## src/rtl/pgavg_pkg.sv

```systemverilog
`timescale 1ns/1ps
package pgavg_pkg;
   typedef enum logic [1:0] {
      LVL_ZERO = 2'b00,
      LVL_POS  = 2'b01,
      LVL_BAD  = 2'b10,
      LVL_NEG  = 2'b11
   } lvl_t;
endpackage

```

## src/rtl/pgavg_level_dec.sv

```systemverilog
`timescale 1ns/1ps
module pgavg_level_dec
   import pgavg_pkg::*;
(
   input  logic [1:0] code,
   output logic       up,
   output logic       down
);
   always_comb begin
      up   = 1'b0;
      down = 1'b0;
      case (lvl_t'(code))
         LVL_POS: up   = 1'b1;
         LVL_NEG: down = 1'b1;
         default: ;
      endcase
   end
endmodule

```

## src/rtl/pgavg_sat_acc.sv

```systemverilog
`timescale 1ns/1ps
module pgavg_sat_acc #(
   parameter int ACC_W = 18
) (
   input  logic                    clk,
   input  logic                    rst,
   input  logic                    take,
   input  logic                    clr,
   input  logic                    up,
   input  logic                    down,
   output logic signed [ACC_W-1:0] acc_nxt
);
   localparam logic signed [ACC_W-1:0] MAXV = {1'b0, {(ACC_W-1){1'b1}}};
   localparam logic signed [ACC_W-1:0] MINV = {1'b1, {(ACC_W-1){1'b0}}};
   localparam logic signed [ACC_W-1:0] ONE  = {{(ACC_W-1){1'b0}}, 1'b1};

   logic signed [ACC_W-1:0] acc_q;

   always_comb begin
      acc_nxt = acc_q;
      if (up && acc_q != MAXV)
         acc_nxt = acc_q + ONE;
      else if (down && acc_q != MINV)
         acc_nxt = acc_q - ONE;
   end

   always_ff @(posedge clk) begin
      if (rst)
         acc_q <= '0;
      else if (take)
         acc_q <= clr ? '0 : acc_nxt;
   end

   // no qualifying sample, no change
   assert_acc_ignore_R1: assert property (@(posedge clk) disable iff (rst)
      !$past(take) |-> $stable(acc_q));
   // new block starts from zero
   assert_acc_clear_R8: assert property (@(posedge clk) disable iff (rst)
      ($past(take) && $past(clr)) |-> acc_q == '0);
   // clamp at the upper limit
   assert_acc_sat_hi_R7: assert property (@(posedge clk) disable iff (rst)
      ($past(acc_q) == MAXV && $past(take) && !$past(clr) && $past(up)) |-> acc_q == MAXV);
   // clamp at the lower limit
   assert_acc_sat_lo_R7: assert property (@(posedge clk) disable iff (rst)
      ($past(acc_q) == MINV && $past(take) && !$past(clr) && $past(down)) |-> acc_q == MINV);
endmodule

```

## src/rtl/pgavg_blk_cnt.sv

```systemverilog
`timescale 1ns/1ps
module pgavg_blk_cnt #(
   parameter int CNT_W     = 25,
   parameter int BLOCK_LEN = 1 << 25
) (
   input  logic clk,
   input  logic rst,
   input  logic take,
   output logic last
);
   localparam logic [CNT_W-1:0] LAST_IDX = CNT_W'(BLOCK_LEN - 1);
   localparam logic [CNT_W-1:0] ONE      = {{(CNT_W-1){1'b0}}, 1'b1};

   logic [CNT_W-1:0] cnt_q;

   assign last = take && (cnt_q == LAST_IDX);

   always_ff @(posedge clk) begin
      if (rst)
         cnt_q <= '0;
      else if (take)
         cnt_q <= last ? '0 : cnt_q + ONE;
   end

   // count never passes the block length
   assert_cnt_range_R3: assert property (@(posedge clk) disable iff (rst)
      cnt_q <= LAST_IDX);
endmodule

```

## src/rtl/pgavg_scale.sv

```systemverilog
`timescale 1ns/1ps
module pgavg_scale #(
   parameter int ACC_W = 18,
   parameter int SHIFT = 15,
   parameter int OUT_W = 5
) (
   input  logic signed [ACC_W-1:0] sum,
   output logic        [OUT_W-1:0] scaled
);
   localparam int KEEP = ACC_W - SHIFT;

   generate
      if (KEEP >= OUT_W) begin : g_trunc
         assign scaled = sum[SHIFT +: OUT_W];
      end else begin : g_sext
         assign scaled = {{(OUT_W-KEEP){sum[ACC_W-1]}}, sum[ACC_W-1:SHIFT]};
      end
   endgenerate
endmodule

```

## src/rtl/pgavg_top.sv

```systemverilog
`timescale 1ns/1ps
module pgavg_top #(
   parameter int ACC_W     = 18,
   parameter int CNT_W     = 25,
   parameter int BLOCK_LEN = 1 << 25,
   parameter int SHIFT     = 15,
   parameter int OUT_W     = 5
) (
   input  logic             clk,
   input  logic             rst,
   input  logic             smp_vld,
   input  logic [1:0]       smp_lvl,
   input  logic             par_flag,
   output logic [OUT_W-1:0] coef
);
   generate
      if (ACC_W < 2)                      begin : g_bad_acc  $error("ACC_W must be at least 2"); end
      if (SHIFT < 0 || SHIFT >= ACC_W)    begin : g_bad_sh   $error("SHIFT out of range"); end
      if (OUT_W < 1)                      begin : g_bad_out  $error("OUT_W must be positive"); end
      if (CNT_W < 1 || CNT_W > 31)        begin : g_bad_cw   $error("CNT_W out of range"); end
      if (BLOCK_LEN < 1 || longint'(BLOCK_LEN) > (64'sd1 << CNT_W))
                                          begin : g_bad_len  $error("BLOCK_LEN does not fit CNT_W"); end
   endgenerate

   logic                    take;
   logic                    up, down;
   logic                    last;
   logic signed [ACC_W-1:0] acc_nxt;
   logic        [OUT_W-1:0] scaled;
   logic                    upd_q;

   assign take = smp_vld && par_flag;

   pgavg_level_dec u_dec (
      .code (smp_lvl),
      .up   (up),
      .down (down)
   );

   pgavg_blk_cnt #(.CNT_W(CNT_W), .BLOCK_LEN(BLOCK_LEN)) u_cnt (
      .clk  (clk),
      .rst  (rst),
      .take (take),
      .last (last)
   );

   pgavg_sat_acc #(.ACC_W(ACC_W)) u_acc (
      .clk     (clk),
      .rst     (rst),
      .take    (take),
      .clr     (last),
      .up      (up),
      .down    (down),
      .acc_nxt (acc_nxt)
   );

   pgavg_scale #(.ACC_W(ACC_W), .SHIFT(SHIFT), .OUT_W(OUT_W)) u_scale (
      .sum    (acc_nxt),
      .scaled (scaled)
   );

   always_ff @(posedge clk) begin
      if (rst) begin
         coef  <= '0;
         upd_q <= 1'b0;
      end else begin
         upd_q <= last;
         if (last)
            coef <= scaled;
      end
   end

   // output moves only right after a completed block
   assert_coef_hold_R5: assert property (@(posedge clk) disable iff (rst)
      (coef != $past(coef)) |-> upd_q);
   // a completion needs a qualifying sample
   assert_upd_needs_take_R1: assert property (@(posedge clk) disable iff (rst)
      upd_q |-> ($past(smp_vld) && $past(par_flag)));
endmodule

```

## config.mk

```make
export PLATFORM = sky130hd
export DESIGN_NAME = pgavg_top
export DESIGN_NICKNAME = d
export VERILOG_FILES = /design/src/rtl/pgavg_pkg.sv /design/src/rtl/pgavg_level_dec.sv /design/src/rtl/pgavg_sat_acc.sv /design/src/rtl/pgavg_blk_cnt.sv /design/src/rtl/pgavg_scale.sv /design/src/rtl/pgavg_top.sv
export SDC_FILE = /design/constraint.sdc
export NUM_CORES = 1
export LEC_CHECK = 0
export ABC_AREA = 1
export BUFFER_PORTS_ARGS = -buffer_cell sky130_fd_sc_hd__buf_2
export CAP_MARGIN = 10
export CORE_MARGIN = 2
export CORE_UTILIZATION = 50
export DETAILED_ROUTE_END_ITERATION = 8
export GPL_TIMING_DRIVEN = 1
export PLACE_DENSITY = 0.66
export SLEW_MARGIN = 20
export SYNTH_ARGS = -nofsm -noshare
export SYNTH_HDL_FRONTEND = slang
export SYNTH_SLANG_ARGS = --single-unit
```

## constraint.sdc

```tcl
create_clock -name clk -period 3 [get_ports clk]
set_clock_uncertainty 0.15 [all_clocks]
set_input_delay 0.6 -clock clk [delete_from_list [all_inputs] [get_ports clk]]
set_output_delay 0.6 -clock clk [all_outputs]
set_load 0.02 [all_outputs]
```

==> results of run 1 <==
kinds of logic (layout without fill, tap and decap cells):
kind of cell,count (synthesis),count (layout),share of synthesized area
buffers and inverters,74,78,0.109
XOR/XNOR,23,23,0.0614
flip-flops,46,46,0.281
AO/OA/AOI/OAI,53,53,0.0934
adder cells (fa/ha/maj),3,3,0.0114
AND/OR/NAND/NOR,328,328,0.444
cells in the mapped netlist, drive strengths merged (2+ instances only):
library cell	n	area (sq um)
nand4	15	93.8
ha	3	37.5
nor2	87	362
nor3	12	60.1
nand2	170	703
xnor2	4	35.0
a21oi	26	149
nand3	39	200
a211oi	2	15.0
nor4	2	12.5
o22ai	2	12.5
xor2	19	166
dfxtp	46	921
o21ai	20	104
inv	57	214
clkbuf	2	7.51
buf	14	133
critical path, cell delays in order:
cell and delay (ns):
buf_2 0.09, nand2_1 0.19, inv_2 0.16, nand2_1 0.10
nor3_1 0.06, nand3_1 0.10, nor2_2 0.06, nor2_1 0.58
inv_1 0.32, a21oi_1 0.20, o21a_1 0.13
cell type report:
cell class                      count  share of cell area
Sequential cell                    46               0.271
Clock buffer                        6              0.0243
Timing Repair Buffer               12              0.0191
Clock inverter                      2             0.00368
Multi-Input combinational cell    407               0.589
Inverter                           58              0.0644
Tap cell                           77              0.0284
routing by layer:
layer	vias to the layer above	GRT usage	share of wire
met5	-	0	0
met4	0	0.108	0.039
met3	31	0.0418	0.034
met1	1411	0.278	0.43
li1	1681	-	-
met2	65	0.400	0.49
state kept, by name, indices dropped and copies added, names as in the netlist:
register     flops
u_acc.acc_q     18
u_cnt.cnt_q     25
coef             3
path summary, 6_finish.rpt:
path         cells past startpoint                      endpoint                        start  slack [ns]
max                             11  u_cnt.cnt_q[18]$_SDFFE_PP0P_                      smp_vld        0.50
min                              2          coef[0]$_SDFFE_PP0N_         coef[0]$_SDFFE_PP0N_        0.32
max reg2reg                     15   u_acc.acc_q[7]$_SDFFE_PP0P_  u_acc.acc_q[1]$_SDFFE_PP0P_        0.61
min reg2reg                      2          coef[0]$_SDFFE_PP0N_         coef[0]$_SDFFE_PP0N_        0.32
power groups by stage:
stage,combinational [uW],sequential [uW],clock (uW)
floorplan,216,646,0
global placement,250,656,0
detailed placement,252,657,0
CTS,254,643,423
global route,291,646,448
finish,255,643,414
per-stage QoR:
| step | worst slack (ns) | hold WS, ns |
|---|---|---|
| floorplan | 0.979 | 0.305 |
| global placement | 0.247 | 0.288 |
| detailed placement | 0.0930 | 0.300 |
| CTS | 0.420 | 0.316 |
| global route | 0.216 | 0.347 |
| finish | 0.504 | 0.315 |
placed cells by master (no fill, tap or decap), types with 3 or more instances in the layout:
cell type / synthesis / final
a21oi_1: 21 / 21
a21oi_2: 5 / 5
buf_2: 2 / 10
clkbuf_8: 0 / 6
dfxtp_1: 46 / 46
ha_1: 3 / 3
inv_1: 54 / 54
inv_2: 3 / 3
nand2_1: 156 / 156
nand2_2: 8 / 8
nand2_4: 6 / 6
nand3_1: 38 / 38
nand4_1: 15 / 15
nor2_1: 79 / 79
nor2_2: 5 / 5
nor2_4: 3 / 3
nor3_1: 12 / 12
o21ai_0: 19 / 19
xnor2_1: 4 / 4
xor2_1: 19 / 19
==> out/results.tsv, run 1 <==
stage	metric	value	unit
grt	grt_pass1_vias	3003	
synth	syn_avg_cell_area	6.23	sq um
power_and_ir_drop	ir_drop	0.241	mV
synth	syn_inst	527	
place	gp_congestion	0.945	
worst_setup_path	criticalPathCategory	input port to flop	
die	dieWidth	85.0	um
clock_network	cts_sinks	46	
final_layout	antenna-diode-count	0	
sta	finalMaxSlewViolations	0	
clock_network	h-tree-depth	2	
synth	syn-cell-area	0.00328	sq mm
place	placed_area	0.00330	sq mm
sta	rsz0062_at_grt	no	
detailed_routing	via_count	3188	
power_and_ir_drop	power_switching	417	uW
synth	ys_warn_count	0	
power_and_ir_drop	p_seq_frac	0.490	
synth	ys_async_sr_fraction	0	
detailed_routing	viasPerCell	5.24	
power_and_ir_drop	power_density	386	mW/mm^2
grt	grt_usage	0.232	
status	status	finished clean	
clock_network	cts-root-buf	clkbuf_8	
worst_setup_path	arrival	2.60	ns
final_layout	multiInputGateArea	0.00200	sq mm
worst_setup_path	critical_path.startpoint_type	input port	
final_layout	area_growth	3.55	%
detailed_routing	ant_nets	0	
sta	final.setup.tns	0	ns
worst_setup_path	required	3.11	ns
sta	finalHoldViolCount	0	
clock_network	cts_buffers	5	
power_and_ir_drop	p_clk_frac	0.315	
final_layout	fin_area	0.00340	sq mm
detailed_routing	drt_wl_total	7.90	mm
clock_network	ctsResizeCount	0	
synth	synth_cell_types	35	
clock_network	cts_tree	built	
final_layout	final_net_count	539	
die	dieArea	0.00723	sq mm
clock_network	cts_buffer_depth	2	
place	io_buffers	10	
grt	grt-ovfl-total	0	
place	hpwl	5.98	mm
die	io_pins	11	
final_layout	fin_cells	608	
detailed_routing	drc	0	
clock_network	path_clk_slew	0.09	ns
sta	relSlewSlack	0.495	
clock_network	worstSkewPairLatency	0.31	ns
hold_path	hp-class	flop to flop	
detailed_routing	route.detailed.wl_per_inst	13.0	um
synth	dominantRegCellSynth	dfxtp_1	
run	drv_cap	0	
detailed_routing	dr.pass1.iters	5	
grt	grt_max_degree	25	
die	core_area	0.00635	sq mm
grt	grt_pass1_wl	13.6	mm
worst_setup_path	cp-end-kind	flop	
synth	ys_seq_area_frac	0.281	
sta	post-route-min-period	2.50	ns
sta	clock.fmax	0.401	GHz
synth	syn-num-nets	536	
synth	synth_edf_count	0	
sta	worst_slew_pin_slew	0.755	ns
power_and_ir_drop	intPower	894	uW
power_and_ir_drop	leakage	0.00147	uW
detailed_routing	first_iter_violations	175	
sta	min_period_over_period	0.832	
grt	antenna_found_initial	0	
final_layout	seq_area	921	sq um
die	rows	29	
die	dieHeight	85.0	um
place	place_inst	600	
clock_network	post_cts_buffers	0	
worst_setup_path	cp_max_fo	13	
final_layout	utilization	0.535	
sta	setup-violations-final	0	
final_layout	drive_gt1_frac	0.105	
power_and_ir_drop	switching_share	0.318	
power_and_ir_drop	power.share.combinational	0.194	
clock_network	cts_hold_buf	0	
synth	synth_seq_cells	46	
die	start_util	0.517	
final_layout	fill_cells	656	
power_and_ir_drop	power	1310	uW
Note: power is estimated with default switching activity, not from simulation.
==> inputs of run 2 (changes only) <==
ABC_AREA = 0   (was 1)
PLACE_DENSITY = 0.69   (was 0.66)
clock period = 2.05 ns   (was 3 ns; I/O delays follow)
==> run 2 against run 1 <==
  * The run now ends with negative setup slack left
  * Power grew 62%
  * Clock-buffer cell count decreased by 1
  * Clock power rose by 44%
  * Sequential power is 45% higher
  * Via count increased by 2.2%
  * Critical path type is now flop to flop
  * Utilization grew 20 points
  * First-iteration DRC count rose by 50%
  * Largest cell class unchanged
  * Die area fell by 14%
  * Routed wire length up 17%
  * Sequential share of layout area shrank 4.2 points
  * Cell area grew 19%
==> out/results.tsv, run 2 <==
stage	metric	value	unit	change
status	status	finished, violations left		
status	violations	negative setup slack		
die	dieArea	0.00622	sq mm	-14%
detailed_routing	drc	0		unchanged
final_layout	largest_register_ffs	25		unchanged
grt	grt.busiest_layer	met2		
die	start_util	0.512		-0.00473
grt	grt_pass1_wl	13.9	mm	+2.3%
detailed_routing	first_iter_violations	262		+50%
final_layout	largest-register	u_cnt.cnt_q		
synth	ys_async_sr_fraction	0		unchanged
clock_network	cts_buffer_depth	2		unchanged
synth	synth_area_leader_cell	dfxtp_1		
worst_setup_path	cp_max_fo	5		-8
clock_network	h-tree-depth	2		unchanged
worst_setup_path	critical_path.startpoint_type	flop		
synth	ys_seq_area_frac	0.329		+0.0480
synth	synth_top_family_by_area	simple AND/OR/NAND/NOR gates		
power_and_ir_drop	power_switching	674	uW	+62%
synth	syn-num-nets	371		-31%
synth	yosys-top-cells-area	dfxtp_1 (33%), nor2_1 (6.3%), nor3_1 (3.6%)		
final_layout	area_growth	44.5	%	
final_layout	top_regs	u_cnt.cnt_q: 25 flops, u_acc.acc_q: 18 flops, coef: 3 flops		
synth	synth_most_common_cell	nor2_1		
synth	synth-compound-area-share	0.204		+0.110
power_and_ir_drop	p_seq_frac	0.438		-0.052
grt	grtUsageMet1	0.328		+0.0506
place	hpwl	6.15	mm	+2.8%
detailed_routing	route.detailed.wl_per_inst	17.1	um	+32%
power_and_ir_drop	ir_drop	0.381	mV	+58%
final_layout	antenna-diode-count	0		unchanged
place	pre_cts_ws	-0.524	ns	-0.617 ns
grt	met3_usage	0.0477		+0.00590
place	place_inst	519		-14%
sta	worst_slew_pin_slew	0.467	ns	-0.288 ns
sta	clock.fmax	0.390	GHz	
synth	synthAdderAreaFrac	0.0134		+0.00196
grt	grt_max_degree	17		-32%
power_and_ir_drop	leakage	0.00164	uW	+12%
final_layout	drive_gt1_frac	0.380		+0.274
clock_network	cts_sinks	46		unchanged
grt	grt_usage	0.284		+0.0524
power_and_ir_drop	power.share.combinational	0.282		+0.088
worst_setup_path	criticalPathCategory	flop to flop		
sta	finalHoldViolCount	0		unchanged
grt	grt_pass1_vias	3052		+1.6%
final_layout	final_net_count	474		-12%
synth	dominantRegCellSynth	dfxtp_1		
clock_network	cts_buffers	5		unchanged
sta	setup_ws	-0.516	ns	-1.02 ns
grt	grt-ovfl-total	0		unchanged
power_and_ir_drop	power_density	525	mW/mm^2	+36%
sta	setup-violations-final	21		+21
worst_setup_path	worstPathCellList	or4_4, or3_4, o21ba_4, buf_6, a21o_1, xnor2_1, o31ai_1		
synth	syn_inst	362		-31%
sta	rsz0062_at_grt	yes		
clock_network	path_clk_slew	0.10	ns	about the same
clock_network	cts_tree	built		
sta	finalMaxSlewViolations	0		unchanged
detailed_routing	dr.pass1.iters	5		unchanged
clock_network	worstSkewPairLatency	0.31	ns	about the same
synth	syn_avg_cell_area	7.74	sq um	+24%
synth	synth_edf_count	0		unchanged
clock_network	cts-root-buf	clkbuf_8		
detailed_routing	ant_nets	0		unchanged
place	io_buffers	10		unchanged
final_layout	fin_cells	538		-12%
synth	ys_warn_count	0		unchanged
detailed_routing	drt_wl_total	9.21	mm	+17%
synth	synth-xor-area-share	0.0656		+0.00424
die	dieWidth	78.9	um	-7.2%
synth	synth_seq_cells	46		unchanged
worst_setup_path	arrival	2.62	ns	+0.02 ns
hold_path	min_path_cells	2		unchanged
place	gp_congestion	0.934		-1.2%
synth	yosys.area.top_type_share	0.329		+0.0480
final_layout	final_cell_mix	buf_4 (95), nor2_1 (47), dfxtp_1 (40)		
worst_setup_path	cp-end-kind	flop		
power_and_ir_drop	intPower	1450	uW	+62%
worst_setup_path	cpMaxStageDelayCell	or4_4		
worst_setup_path	ff2ff_path_depth	7		-8
sta	relSlewSlack	0.686		+0.191
power_and_ir_drop	switching_share	0.317		-0.00102
sta	post-route-min-period	2.57	ns	
grt	antenna_found_initial	0		unchanged
power_and_ir_drop	p_clk_frac	0.281		-0.034
synth	synth.mux.area_fraction	0.00357		+0.00357
run	drv_cap	0		unchanged
detailed_routing	viasPerCell	6.06		+15%
grt	use_met2	0.502		+0.102
die	dieHeight	78.9	um	-7.2%
die	core_area	0.00547	sq mm	-14%
synth	synth-simple-area-share	0.319		-0.125
synth	ys_top_cells_by_count	nor2_1 (47), dfxtp_1 (46), nand2_1 (26)		
sta	min_period_over_period	1.25		
worst_setup_path	cpPeakStageDelay	0.54	ns	-0.04 ns
synth	syn-cell-area	0.00280	sq mm	-15%
final_layout	final_common_cell	buf_4		
hold_path	hp-class	input port to flop		
worst_setup_path	required	2.10	ns	-1.01 ns
synth	synth_cell_types	56		+60%
clock_network	cts_hold_buf	0		unchanged
detailed_routing	via_count	3258		+2.2%
die	io_pins	11		unchanged
die	rows	27		-6.9%
==> run 2: worst max-delay path: cells and delay by family (launching register included) <==
| family | cells | cell delay [ns] |
|---|---|---|
| AND/OR/NAND/NOR | 2 | 0.96 |
| AO/OA/AOI/OAI | 3 | 0.73 |
| flip-flops | 1 | 0.33 |
| XOR/XNOR | 1 | 0.15 |
| buffers and inverters | 1 | 0.13 |
==> run 2: path summary, 6_finish.rpt <==
check	startpoint	slack [ns]	to
min reg2reg	u_cnt.cnt_q[17]$_SDFFE_PP0P_	0.36	u_cnt.cnt_q[17]$_SDFFE_PP0P_
min	rst	0.26	u_acc.acc_q[15]$_SDFFE_PP0P_
max	u_acc.acc_q[9]$_SDFFE_PP0P_	-0.52	coef[0]$_SDFFE_PP0N_
max reg2reg	u_acc.acc_q[9]$_SDFFE_PP0P_	-0.52	coef[0]$_SDFFE_PP0N_
==> run 2: repair_timing <==
item                                    in CTS  in global routing
endpoints found under the hold margin        0                  0
resized for setup                           28                 24
buffers inserted                             7                  5
pin swaps                                   13                 11
endpoints found under the setup margin      42                 42
==> run 2: final cells by class <==
cell class / count / area [sq um]
Fill cell: 403 / 1420
Sequential cell: 46 / 928
Tap cell: 72 / 90.1
Clock buffer: 5 / 68.8
Clock inverter: 3 / 23.8
Multi-Input combinational cell: 278 / 1940
Timing Repair Buffer: 121 / 952
Inverter: 13 / 48.8
==> run 2: per-layer routing <==
metal / part of all wire / wire, um / vias to the layer above
met2: 0.50 / 4630 / 163
met4: 0.047 / 431 / 0
met5: 0 / 0 / -
li1: - / - / 1524
met3: 0.062 / 569 / 61
met1: 0.39 / 3580 / 1510
==> run 2: metrics by stage <==
| step | hold slack [ns] | setup TNS, ns | util | instance area [sq um] | total power (uW) |
|---|---|---|---|---|---|
| after floorplan | 0.302 | -5.02 | - | 2940 | 1230 |
| after detailed placement | 0.310 | -10.13 | 0.668 | 3660 | 1410 |
| final | 0.264 | -7.31 | 0.740 | 4050 | 2130 |
| after global routing | 0.241 | -9.40 | 0.740 | 4050 | 2200 |
| after global placement | 0.302 | -8.38 | 0.668 | 3660 | 1400 |
| after CTS | 0.221 | -5.92 | 0.715 | 3910 | 2080 |
==> run 2: kinds of logic after synthesis <==
logic type / after synthesis
and+or+nand+nor: 173
muxes: 1
adders and majority gates: 3
buffers and inverters: 38
AOI/OAI and AO/OA: 80
DFF: 46
xor gates and xnor gates: 21
==> run 2: power by group through the flow <==
stage          sequential (uW)  clock, uW  combinational, uW
2_1_floorplan              952          0                277
5_1_grt                    932        635                628
4_1_cts                    930        611                535
6_report                   931        596                599
3_5_place_dp               949          0                465
3_3_place_gp               948          0                456
==> inputs of run 3 (changes only) <==
CORE_UTILIZATION = 35   (was 50)
PLACE_DENSITY = default   (was 0.69)
SKIP_CTS_REPAIR_TIMING = 1   (was default)
==> run 3 against run 2 <==
  * The run still ends with negative setup slack left
  * Critical path depth is the same
  * Utilization shrank 19 points
  * Clock power grew 17%
  * Combinational power shrank 3.5%
  * Routed wire length shrank 6.3%
  * Sequential cell count is the same
  * Die area grew 40%
  * Highest routed layer unchanged
==> out/results.tsv, run 3 (synthesis gave the netlist of run 2 again) <==
stage	metric	value	unit	change
status	violations	negative setup slack		
sta	relSlewSlack	0.589		-0.0975
sta	setup-violations-final	37		+76%
worst_setup_path	critical_path.startpoint_type	flop		
final_layout	top_regs	u_cnt.cnt_q: 25 flops, u_acc.acc_q: 18 flops, coef: 3 flops		
hold_path	hp-start	coef[0]$_SDFFE_PP0N_		
worst_setup_path	worstPathCellList	buf_6, or3_4, or3_4, or4_4, a211oi_4, nand3_1, o211ai_1		
sta	finalMaxSlewViolations	0		unchanged
die	io_pins	11		unchanged
detailed_routing	first_iter_violations	213		-19%
clock_network	worstSkewPairLatency	0.31	ns	about the same
detailed_routing	ant_nets	0		unchanged
grt	grtUsageMet1	0.257		-0.0713
die	dieWidth	93.5	um	+19%
final_layout	final_cell_mix	buf_4 (116), nor2_1 (42), dfxtp_1 (38)		
sta	worst_slew_pin_slew	0.616	ns	+0.149 ns
hold_path	holdPathEnd	coef[0]$_SDFFE_PP0N_		
worst_setup_path	cpMaxStageDelayCell	or4_4		
die	start_util	0.363		-0.149
worst_setup_path	arrival	2.48	ns	-0.14 ns
clock_network	cts_sinks	46		unchanged
detailed_routing	via_count	3121		-4.2%
sta	rsz0062_at_grt	yes		
die	rows	32		+19%
sta	clock.fmax	0.416	GHz	+6.7%
status	status	finished, violations left		
worst_setup_path	rr_startpoint	u_acc.acc_q[9]$_SDFFE_PP0P_		
detailed_routing	drt_wl_total	8.63	mm	-6.3%
grt	grt-ovfl-total	0		unchanged
final_layout	fill_cells	709		+76%
detailed_routing	viasPerCell	5.33		-12%
grt	use_met2	0.338		-0.164
worst_setup_path	cpPeakStageDelay	0.54	ns	about the same
grt	antenna_found_initial	0		unchanged
final_layout	fin_cells	586		+8.9%
worst_setup_path	crit_family	simple AND/OR/NAND/NOR gates		
power_and_ir_drop	power_density	515	mW/mm^2	-1.8%
worst_setup_path	crit_buf_inv	1		unchanged
die	dieArea	0.00874	sq mm	+40%
sta	post-route-min-period	2.40	ns	-0.162 ns
worst_setup_path	criticalPathCategory	flop to flop		
grt	grt.busiest_layer	met2		
sta	setup_ws	-0.354	ns	+0.162 ns
clock_network	cts_tree	built		
grt	grt_max_degree	15		-2
grt	grt_pass1_wl	13.7	mm	-1.8%
place	gp_congestion	0.946		+1.3%
place	place_inst	562		+8.3%
final_layout	largest-register	u_cnt.cnt_q		
run	drv_cap	0		unchanged
clock_network	cts-root-buf	clkbuf_8		
worst_setup_path	cp_max_fo	4		-1
clock_network	h-tree-depth	2		unchanged
final_layout	fin_area	0.00428	sq mm	+5.7%
grt	grt_pass1_vias	2913		-4.6%
hold_path	hp-class	flop to flop		
final_layout	final_net_count	492		+3.8%
die	core_area	0.00773	sq mm	+41%
die	dieHeight	93.5	um	+19%
final_layout	antenna-diode-count	0		unchanged
power_and_ir_drop	ir_drop	0.306	mV	-20%
clock_network	path_clk_slew	0.10	ns	about the same
place	hpwl	6.16	mm	+0.25%
detailed_routing	dr.pass1.iters	4		-1
grt	met3_usage	0.0266		-0.0211
worst_setup_path	critPathMostFrequentCell	or3_4		
worst_setup_path	required	2.13	ns	+0.03 ns
worst_setup_path	r2r_setup_slack	-0.35	ns	+0.16 ns
worst_setup_path	reg2reg_to	u_acc.acc_q[16]$_SDFFE_PP0P_		
final_layout	largest_register_ffs	25		unchanged
place	pre_cts_ws	-0.472	ns	+0.0523 ns
sta	min_period_over_period	1.17		-0.0791
clock_network	cts_buffer_depth	2		unchanged
detailed_routing	route.detailed.wl_per_inst	14.7	um	-14%
detailed_routing	drc	0		unchanged
final_layout	utilization	0.554		-0.186
place	io_buffers	10		unchanged
final_layout	drive_gt1_frac	0.413		+0.0334
power_and_ir_drop	leakage	0.00174	uW	+6.0%
final_layout	area_growth	52.7	%	
worst_setup_path	cp-end-kind	flop		
worst_setup_path	ff2ff_path_depth	7		unchanged
grt	grt_usage	0.195		-0.0888
place	placed_area	0.00380	sq mm	+4.0%
final_layout	final_common_cell	buf_4		
hold_path	min_path_cells	2		unchanged
sta	finalHoldViolCount	0		unchanged
clock_network	cts_buffers	5		unchanged
==> run 3: cell types whose count changed in the layout (fill, tap and decap cells not counted), moves of 3 or more <==
cell / before / now
a21oi_2: 1 / 5
a21oi_1: 17 / 13
buf_6: 15 / 9
buf_4: 95 / 116
nor2_1: 47 / 42
nor2_2: 0 / 3
==> run 3: worst reg2reg max path: stages (launching register included) <==
cell	delay, ns
dfxtp_2	0.34
buf_6	0.11
or3_4	0.37
or3_4	0.37
or4_4	0.54
a211oi_4	0.23
nand3_1	0.10
o211ai_1	0.11
==> run 3: cell type report <==
cell class              count  area [sq um]  area share
clock buffers               6          72.6      0.0170
clock inverters             2          37.5     0.00877
inverters                  13          48.8      0.0114
multi-input cells         278          1960       0.458
flip-flops and latches     46           931       0.217
well taps                 102           128      0.0298
repair buffers            139          1100       0.258
==> run 3: worst max path at each step <==
| stage | slack (ns) | to | start | cells past startpoint |
|---|---|---|---|---|
| detailed placement | -0.47 | u_acc.acc_q[4]$_SDFFE_PP0P_ | u_acc.acc_q[0]$_SDFFE_PP0P_ | 8 |
| CTS | -0.50 | u_acc.acc_q[4]$_SDFFE_PP0P_ | u_acc.acc_q[16]$_SDFFE_PP0P_ | 7 |
| finish | -0.35 | u_acc.acc_q[16]$_SDFFE_PP0P_ | u_acc.acc_q[9]$_SDFFE_PP0P_ | 7 |
| floorplan | -0.35 | u_acc.acc_q[6]$_SDFFE_PP0P_ | u_acc.acc_q[15]$_SDFFE_PP0P_ | 9 |
| global placement | -0.42 | u_acc.acc_q[5]$_SDFFE_PP0P_ | u_acc.acc_q[16]$_SDFFE_PP0P_ | 7 |
| global route | -0.44 | u_acc.acc_q[16]$_SDFFE_PP0P_ | u_acc.acc_q[6]$_SDFFE_PP0P_ | 7 |
==> run 3: routing by layer <==
metal | routed length (um) | part of all wire
met1 | 3850 | 0.45
met2 | 4240 | 0.49
met3 | 326 | 0.038
met4 | 202 | 0.023
met5 | 0 | 0
==> run 3: stage by stage <==
stage | setup TNS, ns | hold slack, ns | total power [uW]
2_1_floorplan | -5.02 | 0.302 | 1230
3_3_place_gp | -10.67 | 0.307 | 1430
3_5_place_dp | -11.28 | 0.321 | 1440
4_1_cts | -12.26 | 0.335 | 2130
5_1_grt | -9.60 | 0.376 | 2290
6_report | -7.15 | 0.328 | 2210
==> run 3: where the power goes <==
| part | internal, uW | leakage, uW | switching [uW] |
|---|---|---|---|
| clock | 364 | 0.0000514 | 331 |
| combinational | 299 | 0.00132 | 279 |
| sequential | 914 | 0.000375 | 17.6 |
